**src/rtl/csr_win_pkg.sv**
```systemverilog
`timescale 1ns/1ps
package csr_win_pkg;
  localparam int DATA_W = 16;
  localparam int OP_W   = 5;
  localparam int ARG_W  = 11;

  localparam logic [OP_W-1:0] OP_RESET  = 5'd0;
  localparam logic [OP_W-1:0] OP_WINSEL = 5'd1;
  localparam logic [OP_W-1:0] OP_RXRST  = 5'd5;
  localparam logic [OP_W-1:0] OP_STALL  = 5'd6;
  localparam logic [OP_W-1:0] OP_TXRST  = 5'd11;
  localparam logic [OP_W-1:0] OP_ACK    = 5'd13;
  localparam logic [OP_W-1:0] OP_INTEN  = 5'd14;
  localparam logic [OP_W-1:0] OP_INDEN  = 5'd15;
  localparam logic [OP_W-1:0] OP_DMAGO  = 5'd20;

  localparam int ST_LATCH   = 0;
  localparam int ST_DMABUSY = 11;
  localparam int ST_CMDBUSY = 12;

  localparam int DMA_PULSES = 6;

  typedef struct packed {
    logic [OP_W-1:0]  op;
    logic [ARG_W-1:0] arg;
  } cmd_word_t;

  function automatic logic op_is_long(input logic [OP_W-1:0] op);
    return (op == OP_RESET) || (op == OP_RXRST) ||
           (op == OP_STALL) || (op == OP_TXRST);
  endfunction
endpackage

```
**src/rtl/csr_cmd_decode.sv**
```systemverilog
`timescale 1ns/1ps
module csr_cmd_decode
  import csr_win_pkg::*;
#(
  parameter int BUSY_CYC = 4
) (
  input  logic                  clk,
  input  logic                  rst,
  input  logic                  cmd_wr,
  input  logic [DATA_W-1:0]     cmd_data,
  output logic                  accept,
  output cmd_word_t             cmd,
  output logic                  busy,
  output logic                  stb,
  output logic [OP_W-1:0]       stb_op,
  output logic [ARG_W-1:0]      stb_arg,
  output logic [DMA_PULSES-1:0] dma_pulse
);
  localparam int CNT_W = $clog2(BUSY_CYC + 1);
  localparam logic [CNT_W-1:0] CNT_LOAD = CNT_W'(BUSY_CYC);

  logic [CNT_W-1:0]      busy_cnt;
  logic [DMA_PULSES-1:0] dma_next;

  assign cmd    = cmd_word_t'(cmd_data);
  assign busy   = (busy_cnt != '0);
  assign accept = cmd_wr && !busy;

  always_comb begin
    dma_next = '0;
    if (cmd.op == OP_STALL) begin
      case (cmd.arg[1:0])
        2'd0:    dma_next[0] = 1'b1;
        2'd1:    dma_next[1] = 1'b1;
        2'd2:    dma_next[2] = 1'b1;
        default: dma_next[3] = 1'b1;
      endcase
    end else if (cmd.op == OP_DMAGO) begin
      if (cmd.arg[1:0] == 2'd0)      dma_next[4] = 1'b1;
      else if (cmd.arg[1:0] == 2'd1) dma_next[5] = 1'b1;
    end
  end

  always_ff @(posedge clk) begin
    if (rst) begin
      busy_cnt  <= '0;
      stb       <= 1'b0;
      stb_op    <= '0;
      stb_arg   <= '0;
      dma_pulse <= '0;
    end else begin
      stb       <= accept;
      dma_pulse <= accept ? dma_next : '0;
      if (accept) begin
        stb_op  <= cmd.op;
        stb_arg <= cmd.arg;
      end
      if (accept && op_is_long(cmd.op)) busy_cnt <= CNT_LOAD;
      else if (busy)                    busy_cnt <= busy_cnt - 1'b1;
    end
  end

  assert_busy_blocks_R8: assert property (@(posedge clk) disable iff (rst)
    (busy && cmd_wr) |=> !stb);
  assert_busy_load_R8: assert property (@(posedge clk) disable iff (rst)
    (accept && op_is_long(cmd.op)) |=> busy);
  assert_dma_onehot_R4: assert property (@(posedge clk) disable iff (rst)
    $onehot0(dma_pulse));
endmodule

```
**src/rtl/csr_event_bank.sv**
```systemverilog
`timescale 1ns/1ps
module csr_event_bank
  import csr_win_pkg::*;
#(
  parameter int NUM_EVT = 10
) (
  input  logic               clk,
  input  logic               rst,
  input  logic               clr_all,
  input  logic               ld_ind,
  input  logic               ld_int,
  input  logic               ack,
  input  logic [ARG_W-1:0]   arg,
  input  logic [NUM_EVT-1:0] evt,
  output logic [NUM_EVT-1:0] pend,
  output logic               latch
);
  logic [NUM_EVT-1:0] ind_en;
  logic [NUM_EVT-1:0] int_en;

  always_ff @(posedge clk) begin
    if (rst || clr_all) begin
      ind_en <= '0;
      int_en <= '0;
    end else begin
      if (ld_ind) ind_en <= arg[NUM_EVT:1];
      if (ld_int) int_en <= arg[NUM_EVT:1];
    end
  end

  for (genvar k = 0; k < NUM_EVT; k++) begin : g_evt
    always_ff @(posedge clk) begin
      if (rst || clr_all) pend[k] <= 1'b0;
      else pend[k] <= (pend[k] && !(ack && arg[k+1])) || (evt[k] && ind_en[k]);
    end

    assert_gate_R5: assert property (@(posedge clk) disable iff (rst)
      (!pend[k] && !(evt[k] && ind_en[k])) |=> !pend[k]);
    assert_ack_clear_R6: assert property (@(posedge clk) disable iff (rst)
      (ack && arg[k+1] && !evt[k]) |=> !pend[k]);
  end

  always_ff @(posedge clk) begin
    if (rst || clr_all)          latch <= 1'b0;
    else if (ack && arg[0])      latch <= 1'b0;
    else if (|(pend & int_en))   latch <= 1'b1;
  end

  assert_latch_hold_R7: assert property (@(posedge clk) disable iff (rst)
    (latch && !(ack && arg[0]) && !clr_all) |=> latch);
endmodule

```
**src/rtl/csr_status_port.sv**
```systemverilog
`timescale 1ns/1ps
module csr_status_port
  import csr_win_pkg::*;
#(
  parameter int OFS_W   = 4,
  parameter int CMD_OFS = 14,
  parameter int NUM_EVT = 10
) (
  input  logic               clk,
  input  logic               rst,
  input  logic               rd_en,
  input  logic [OFS_W-1:0]   rd_addr,
  input  logic [NUM_EVT-1:0] pend,
  input  logic               latch,
  input  logic               dma_busy,
  input  logic               cmd_busy,
  output logic               rd_valid,
  output logic [DATA_W-1:0]  rd_data
);
  localparam logic [OFS_W-1:0] CMD_ADDR = OFS_W'(CMD_OFS);

  logic [DATA_W-1:0] status;

  always_comb begin
    status               = '0;
    status[ST_LATCH]     = latch;
    status[NUM_EVT:1]    = pend;
    status[ST_DMABUSY]   = dma_busy;
    status[ST_CMDBUSY]   = cmd_busy;
  end

  always_ff @(posedge clk) begin
    if (rst) begin
      rd_valid <= 1'b0;
      rd_data  <= '0;
    end else begin
      rd_valid <= rd_en;
      rd_data  <= (rd_en && rd_addr == CMD_ADDR) ? status : '0;
    end
  end

  assert_rd_valid_R10: assert property (@(posedge clk) disable iff (rst)
    rd_en |=> rd_valid);
  assert_rd_offmiss_R10: assert property (@(posedge clk) disable iff (rst)
    (rd_en && rd_addr != CMD_ADDR) |=> (rd_data == '0));
endmodule

```
**src/rtl/csr_window_unit.sv**
```systemverilog
`timescale 1ns/1ps
module csr_window_unit
  import csr_win_pkg::*;
#(
  parameter int OFS_W    = 4,
  parameter int CMD_OFS  = 14,
  parameter int WIN_W    = 3,
  parameter int NUM_EVT  = 10,
  parameter int BUSY_CYC = 4
) (
  input  logic               clk,
  input  logic               rst,
  input  logic               wr_en_i,
  input  logic [OFS_W-1:0]   wr_addr_i,
  input  logic [15:0]        wr_data_i,
  input  logic               rd_en_i,
  input  logic [OFS_W-1:0]   rd_addr_i,
  output logic               rd_valid_o,
  output logic [15:0]        rd_data_o,
  input  logic [NUM_EVT-1:0] evt_i,
  input  logic               dma_busy_i,
  output logic [WIN_W-1:0]   window_o,
  output logic               irq_o,
  output logic               cmd_stb_o,
  output logic [4:0]         cmd_op_o,
  output logic [10:0]        cmd_arg_o,
  output logic               up_stall_o,
  output logic               up_unstall_o,
  output logic               dn_stall_o,
  output logic               dn_unstall_o,
  output logic               up_start_o,
  output logic               dn_start_o
);
  localparam logic [OFS_W-1:0] CMD_ADDR = OFS_W'(CMD_OFS);

  logic                  cmd_wr;
  logic                  accept;
  cmd_word_t             cmd;
  logic                  busy;
  logic [DMA_PULSES-1:0] dma_pulse;
  logic [NUM_EVT-1:0]    pend;
  logic                  latch;
  logic                  clr_all;

  assign cmd_wr  = wr_en_i && (wr_addr_i == CMD_ADDR);
  assign clr_all = accept && (cmd.op == OP_RESET);

  csr_cmd_decode #(.BUSY_CYC(BUSY_CYC)) u_dec (
    .clk       (clk),
    .rst       (rst),
    .cmd_wr    (cmd_wr),
    .cmd_data  (wr_data_i),
    .accept    (accept),
    .cmd       (cmd),
    .busy      (busy),
    .stb       (cmd_stb_o),
    .stb_op    (cmd_op_o),
    .stb_arg   (cmd_arg_o),
    .dma_pulse (dma_pulse)
  );

  csr_event_bank #(.NUM_EVT(NUM_EVT)) u_evt (
    .clk     (clk),
    .rst     (rst),
    .clr_all (clr_all),
    .ld_ind  (accept && cmd.op == OP_INDEN),
    .ld_int  (accept && cmd.op == OP_INTEN),
    .ack     (accept && cmd.op == OP_ACK),
    .arg     (cmd.arg),
    .evt     (evt_i),
    .pend    (pend),
    .latch   (latch)
  );

  csr_status_port #(.OFS_W(OFS_W), .CMD_OFS(CMD_OFS), .NUM_EVT(NUM_EVT)) u_stat (
    .clk      (clk),
    .rst      (rst),
    .rd_en    (rd_en_i),
    .rd_addr  (rd_addr_i),
    .pend     (pend),
    .latch    (latch),
    .dma_busy (dma_busy_i),
    .cmd_busy (busy),
    .rd_valid (rd_valid_o),
    .rd_data  (rd_data_o)
  );

  always_ff @(posedge clk) begin
    if (rst || clr_all)                          window_o <= '0;
    else if (accept && cmd.op == OP_WINSEL)      window_o <= cmd.arg[WIN_W-1:0];
  end

  assign irq_o        = latch;
  assign up_stall_o   = dma_pulse[0];
  assign up_unstall_o = dma_pulse[1];
  assign dn_stall_o   = dma_pulse[2];
  assign dn_unstall_o = dma_pulse[3];
  assign up_start_o   = dma_pulse[4];
  assign dn_start_o   = dma_pulse[5];

  assert_window_hold_R2: assert property (@(posedge clk) disable iff (rst)
    !(cmd_wr && (wr_data_i[15:11] == OP_WINSEL || wr_data_i[15:11] == OP_RESET))
      |=> $stable(window_o));
  assert_stb_source_R3: assert property (@(posedge clk) disable iff (rst)
    cmd_stb_o |-> $past(wr_en_i && wr_addr_i == CMD_ADDR));
  assert_offset_ignored_R11: assert property (@(posedge clk) disable iff (rst)
    !cmd_wr |=> !cmd_stb_o);
endmodule

```
**config.mk**
```make
export PLATFORM = sky130hd
export DESIGN_NAME = csr_window_unit
export DESIGN_NICKNAME = d
export VERILOG_FILES = /design/src/rtl/csr_win_pkg.sv /design/src/rtl/csr_cmd_decode.sv /design/src/rtl/csr_event_bank.sv /design/src/rtl/csr_status_port.sv /design/src/rtl/csr_window_unit.sv
export SDC_FILE = /design/constraint.sdc
export NUM_CORES = 1
export LEC_CHECK = 0
export BUFFER_PORTS_ARGS = -buffer_cell sky130_fd_sc_hd__buf_2
export CORE_MARGIN = 1.5
export CORE_UTILIZATION = 30
export CTS_CLUSTER_SIZE = 12
export DETAILED_ROUTE_END_ITERATION = 10
export SYNTH_ARGS = -nofsm -noshare
export SYNTH_HDL_FRONTEND = slang
export SYNTH_SLANG_ARGS = --single-unit
```
**constraint.sdc**
```tcl
create_clock -name clk -period 2 [get_ports clk]
set_clock_uncertainty 0.05 [all_clocks]
set_input_delay 0.1 -clock clk [delete_from_list [all_inputs] [get_ports clk]]
set_output_delay 0.1 -clock clk [all_outputs]
set_load 0.02 [all_outputs]
```
After elaboration in Yosys (flattened, before gate mapping)
Cells that the tools add are included.

word-level totals
  register bits = 77
  input bits = 39
  output and inout bits = 44
  logic and storage cells = 126

operators by class
  add/subtract/negate cells = 1
  equality and inequality tests = 12
  mux-type cells = 6
  bitwise gates (word level) = 5
  reduce and logical (&&, ||, !) cells = 77

operator list
  cell                                                                    number
  1-bit logical AND                                                       40
  5-bit by 4-bit equality test with 1-bit output (second input constant)  4
  1-bit logical OR                                                        14
  1-bit zero test                                                         11
  10-bit AND                                                              1
  5-bit by 3-bit equality test with 1-bit output (second input constant)  2
  10-bit OR reduction                                                     1
  4-bit equality test (second input constant)                             2
  3-bit two-way mux                                                       2
  2-bit OR reduction                                                      3
  3-bit OR reduction                                                      2
  5-bit by 1-bit equality test with 1-bit output (second input constant)  1
  5-bit equality test (second input constant)                             1
  5-bit zero test                                                         1
  5-bit OR reduction                                                      1
  1-bit two-way mux                                                       4
  1-bit inverter                                                          4
  4-bit OR reduction                                                      1
  3-bit nonzero test                                                      1
  3-bit by 1-bit subtractor with 3-bit output (second input constant)     1
  2-bit by 1-bit equality test with 1-bit output (second input constant)  1
  2-bit equality test (second input constant)                             1
  2-bit zero test                                                         1
  2-bit nonzero test                                                      1

Longest topological paths before layout
  word-level depth = 8
  gate-level depth with buffers = 10
  mapped depth without buffers = 7

By module
Synthesis repeated with hierarchy kept, for this count alone.

unflattened totals
  cells, all modules = 324
  area total of the unflattened synthesis = 3010.4 µm²

by module, submodules not included
  module           times used  cells an instance  area each (µm²)  sequential area each (µm²)
  csr_event_bank   1           116                1182.4           620.6
  csr_cmd_decode   1           134                1126.1           520.5
  csr_status_port  1           49                 521.8            280.3
  csr_window_unit  1           25                 180.2            60.1

Least setup slack after synthesis
No wires, ideal clock.

  path kind = reg-to-reg
  start = register u_dec.busy_cnt[0]
  end = register u_evt.ind_en[8]
  library setup time = 117 ps
  arrival time = 1803 ps
  data required time = 1833 ps
  slack = 29 ps
  stages on the path, launching flop included = 11
  path buffers = 3
  clock period less this slack = 1971 ps
  cells stage by stage = dfxtp_1 > inv_1 > ha_1 > ha_1 > buf_2 > nand2b_1 > nor2_1 > a21o_1 > buf_2 > buf_2 > nor2_1

between the ends
  word-level cells in the longest chain between the ends = 5
  elaborated cells on any way between the ends = 6
  classes of those cells = 6 x reduce/logical

RTL lines
  element                   RTL line               RTL
  start: declaration        csr_cmd_decode.sv:22   logic [CNT_W-1:0] busy_cnt;
  start signal: assignment  csr_cmd_decode.sv:59   else if (busy) busy_cnt <= busy_cnt - 1'b1;
  3-bit nonzero test *      csr_cmd_decode.sv:26   assign busy = (busy_cnt != '0);
  1-bit zero test *         csr_cmd_decode.sv:27   assign accept = cmd_wr && !busy;
  1-bit logical AND *       csr_cmd_decode.sv:27
  1-bit logical AND         csr_window_unit.sv:46  assign clr_all = accept && (cmd.op == OP_RESET);
  1-bit logical OR          csr_event_bank.sv:22   if (rst || clr_all) begin
  end signal: assignment    csr_event_bank.sv:26   if (ld_ind) ind_en <= arg[NUM_EVT:1];
  end: declaration          csr_event_bank.sv:18   logic [NUM_EVT-1:0] ind_en;

Every way passes the cells marked *; elsewhere a longest branch is shown, timed or not.
A chain may end at the register's enable or synchronous reset.

Worst setup path in the final report
  start = input port wr_data_i[12]
  end = register window_o[0]

between the ends
  word-level cells in the longest chain between the ends = 3
  elaborated cells on any way between the ends = 5
  classes of those cells = 1 x eq/ne; 4 x reduce/logical

RTL lines
  element                 RTL line               RTL
  start: declaration      csr_window_unit.sv:15  input logic [15:0] wr_data_i,
  5-bit zero test         csr_window_unit.sv:46
  1-bit logical AND       csr_window_unit.sv:46
  1-bit logical OR        csr_window_unit.sv:89  if (rst || clr_all) window_o <= '0;
  end signal: assignment  csr_window_unit.sv:90  else if (accept && cmd.op == OP_WINSEL) window_o <= cmd.arg[WIN_W-1:0];
  end: declaration        csr_window_unit.sv:22  output logic [WIN_W-1:0] window_o,

Parallel ways exist; a longest one is shown, timed or not.

==> impl_metrics.env <==
export IMPL_synthCells=317
export IMPL_ys_seq_area_share_pct=53.8
export IMPL_synth_area_leaders="dfxtp_1 (54%), nand2_1 (9.0%), a21oi_1 (7.1%)"
export IMPL_portBuffers=79
export IMPL_cp_num_cells=6
export IMPL_holdWs_ns=0.0217
export IMPL_synthTopCellsByCount="dfxtp_1 (74), nand2_1 (66), a21oi_1 (39)"
export IMPL_grt_pass1_vias=2305
export IMPL_reg2reg_depth=7
export IMPL_p_leak_nw=1.65
export IMPL_final_nets=467
export IMPL_synth_flop_cell="dfxtp_1"
export IMPL_reg2reg_slack_ns=0.15
export IMPL_fin_util_pct=43.0
export IMPL_crit_slowest_cell="or4_1"
export IMPL_status="finished, final reports clean"
export IMPL_synth_area_leader_cell="dfxtp_1"
export IMPL_cpLargestDelayFamily="simple AND/OR/NAND/NOR gates"
export IMPL_viasPerCell=4.58
export IMPL_crit_required_ns=2.19
export IMPL_synth_most_common_cell="dfxtp_1"
export IMPL_hold_end="u_dec.stb_op[2]$_SDFFE_PP0P_"
export IMPL_h_tree_depth=3
export IMPL_slew_viol_final=0
export IMPL_synth_top_area_share_pct=53.8
export IMPL_cp_start_kind="primary input"
export IMPL_gr_total_overflow=0
export IMPL_crit_chain="dlygate4sd3_1 -> buf_2 -> or4_1 -> or4_4 -> mux2i_1 -> nor2_1"
export IMPL_route_detailed_drc=0
export IMPL_row_count=34
export IMPL_gr_usage_met3_pct=3.90
export IMPL_grt_max_degree=35
export IMPL_drtIter0Drc=117
export IMPL_cts_tree="done"
export IMPL_use_met2_pct=22.5
export IMPL_setup_viol=0
export IMPL_min_delay_start="wr_data_i[13]"
export IMPL_dpl_worst_slack_ns=0.0773
export IMPL_cts_sinks=74
export IMPL_antennaDiodeCount=0
export IMPL_path_clk_slew_ns=0.08
export IMPL_netlist_area_um2=2750
export IMPL_drive_gt1_share_pct=25.8
export IMPL_critical_path_class="in -> reg"
export IMPL_start_util_pct=31.2
export IMPL_rr_startpoint="u_dec.busy_cnt[0]$_SDFFE_PP0P_"
export IMPL_min_path_cells=3
export IMPL_synth_edff_count=0
export IMPL_track_usage_pct=14.8
export IMPL_dr_pass1_iters=6
export IMPL_hold_viol_final=0
export IMPL_crit_buf_inv=2
export IMPL_r2r_end="window_o[0]$_SDFFE_PP0P_"
export IMPL_period_needed_ns=1.87
export IMPL_clock_fmax_mhz=533
export IMPL_synthArstFlopShare_pct=0
export IMPL_maxCapViolations=0
export IMPL_antenna_found_initial=0
export IMPL_power_density_nw_per_um2=856
export IMPL_fin_tns_setup_ns=0
export IMPL_worst_slack_ns=0.126
export IMPL_finalPower_mw=3.24
export IMPL_clock_path_buffers=2
export IMPL_die_x_um=98.8
export IMPL_die_y_um=98.8
export IMPL_detail_route_antenna_nets=0
export IMPL_use_met1_pct=19.6
export IMPL_fin_crit_sh_pct=93.7
export IMPL_worstHoldPathType="in -> reg"
export IMPL_syn_mean_instance_area_um2=8.68
export IMPL_top_usage_layer="met2"
export IMPL_area_growth_pct=37.7
export IMPL_crit_arrival_ns=2.06
export IMPL_cp_max_fo=9
export IMPL_routed_wl_mm=6.96
export IMPL_cts_root_buf="clkbuf_8"
export IMPL_peakVddDrop_mv=0.361
export IMPL_slowest_delay_ns=0.57
export IMPL_ioPinCount=83
export IMPL_gp_congestion=0.733
export IMPL_cts_buffers=9
export IMPL_core_area_um2=8810
export IMPL_synth_warnings=0
export IMPL_synth_ff_latch_count=74
export IMPL_grt_pass1_wl_mm=11.3
export IMPL_dieArea_um2=9750
export IMPL_setup_worst_path_end_class="register"
export IMPL_clkLatencyLatePin_ns=0.35
export IMPL_wire_per_inst_um=12.9
export IMPL_synth_cell_types=34
export IMPL_vias=2466
export IMPL_dp_hpwl_mm=4.92
worst reg2reg max path, cell delays in order (launching register included):
cell and delay, ns:
dfxtp_1 0.32, inv_1 0.06, ha_1 0.16, ha_1 0.18
nand2b_1 0.17, or4_4 0.59, mux2i_1 0.16, nor2_1 0.05
where the power goes:
group,total (mW),internal (mW),switching [mW]
Clock,1.31,0.714,0.598
Sequential,1.52,1.51,0.0177
Combinational,0.405,0.182,0.223
worst max-delay path by stage:
stage / start / to / slack [ns]
6_report: wr_data_i[12] / window_o[0]$_SDFFE_PP0P_ / 0.13
3_3_place_gp: u_dec.busy_cnt[0]$_SDFFE_PP0P_ / u_evt.int_en[7]$_SDFFE_PP0P_ / 0.14
2_1_floorplan: u_dec.busy_cnt[0]$_SDFFE_PP0P_ / u_evt.ind_en[8]$_SDFFE_PP0P_ / 0.03
4_1_cts: u_dec.busy_cnt[0]$_SDFFE_PP0P_ / u_evt.int_en[1]$_SDFFE_PP0P_ / 0.06
5_1_grt: u_dec.busy_cnt[0]$_SDFFE_PP0P_ / u_evt.latch$_SDFFE_PP0P_ / -0.007
3_5_place_dp: u_dec.busy_cnt[0]$_SDFFE_PP0P_ / u_evt.int_en[1]$_SDFFE_PP0P_ / 0.08
kinds of logic (layout without fill, tap and decap cells):
group / Yosys count / after routing / synth area share (%)
buf+inv: 36 / 147 / 5.68
fa+ha+maj: 3 / 3 / 1.36
simple gates: 131 / 131 / 22.5
flops: 74 / 74 / 53.8
xor+xnor: 1 / 1 / 0.318
compound gates: 58 / 58 / 11.5
mux: 13 / 13 / 4.73
other cells: 1 / 3 / 0.136
placed cells by master (no fill, tap or decap), types with 6 or more instances in the layout:
cell	instances
clkbuf_8	9
dfxtp_1	74
nor3_1	6
o21ai_0	11
buf_4	9
inv_1	16
and2_1	12
a21oi_1	39
nor2_1	22
dlygate4sd3_1	26
buf_2	79
mux2i_1	13
nand2_1	66
cell type report:
type,instances,area [um2]
Fill cell,898,5020
Clock buffer,9,124
Multi-Input combinational cell,209,1140
Timing Repair Buffer,115,743
Sequential cell,74,1480
Clock inverter,7,100
Inverter,16,60.1
Tap cell,108,135
per-layer routing:
layer / part of all wire (%) / vias to the layer above
met5: 0 / -
met4: 1.2 / 0
met3: 5.0 / 7
met2: 45 / 60
met1: 48 / 1146
li1: - / 1253
flip-flops by register name, summed over array words and instances, names as in the netlist:
| name | cells |
|---|---|
| u_evt.ind_en | 10 |
| u_dec.busy_cnt | 3 |
| u_dec.stb | 1 |
| u_evt.int_en | 10 |
| window_o | 3 |
| u_dec.stb_op | 5 |
| u_dec.dma_pulse | 6 |
| u_dec.stb_arg | 11 |
| u_evt.latch | 1 |
| u_stat.rd_valid | 1 |
| u_evt.pend | 10 |
| u_stat.rd_data | 13 |
metrics by stage:
| step | std cells | cell area (um2) |
|---|---|---|
| 2_1_floorplan | 319 | 2760 |
| 3_3_place_gp | 496 | 3290 |
| 3_5_place_dp | 496 | 3290 |
| 4_1_cts | 538 | 3770 |
| 5_1_grt | 538 | 3790 |
| 6_report | 538 | 3790 |
timing repair:
action / 4_1_cts / 5_1_grt
gates resized for setup: 0 / 3
setup endpoints to repair: 0 / 11
hold buffers: 26 / 0
hold endpoints to repair: 40 / 0
setup buffers: 0 / 0
Note: power is estimated with default switching activity, not from simulation.
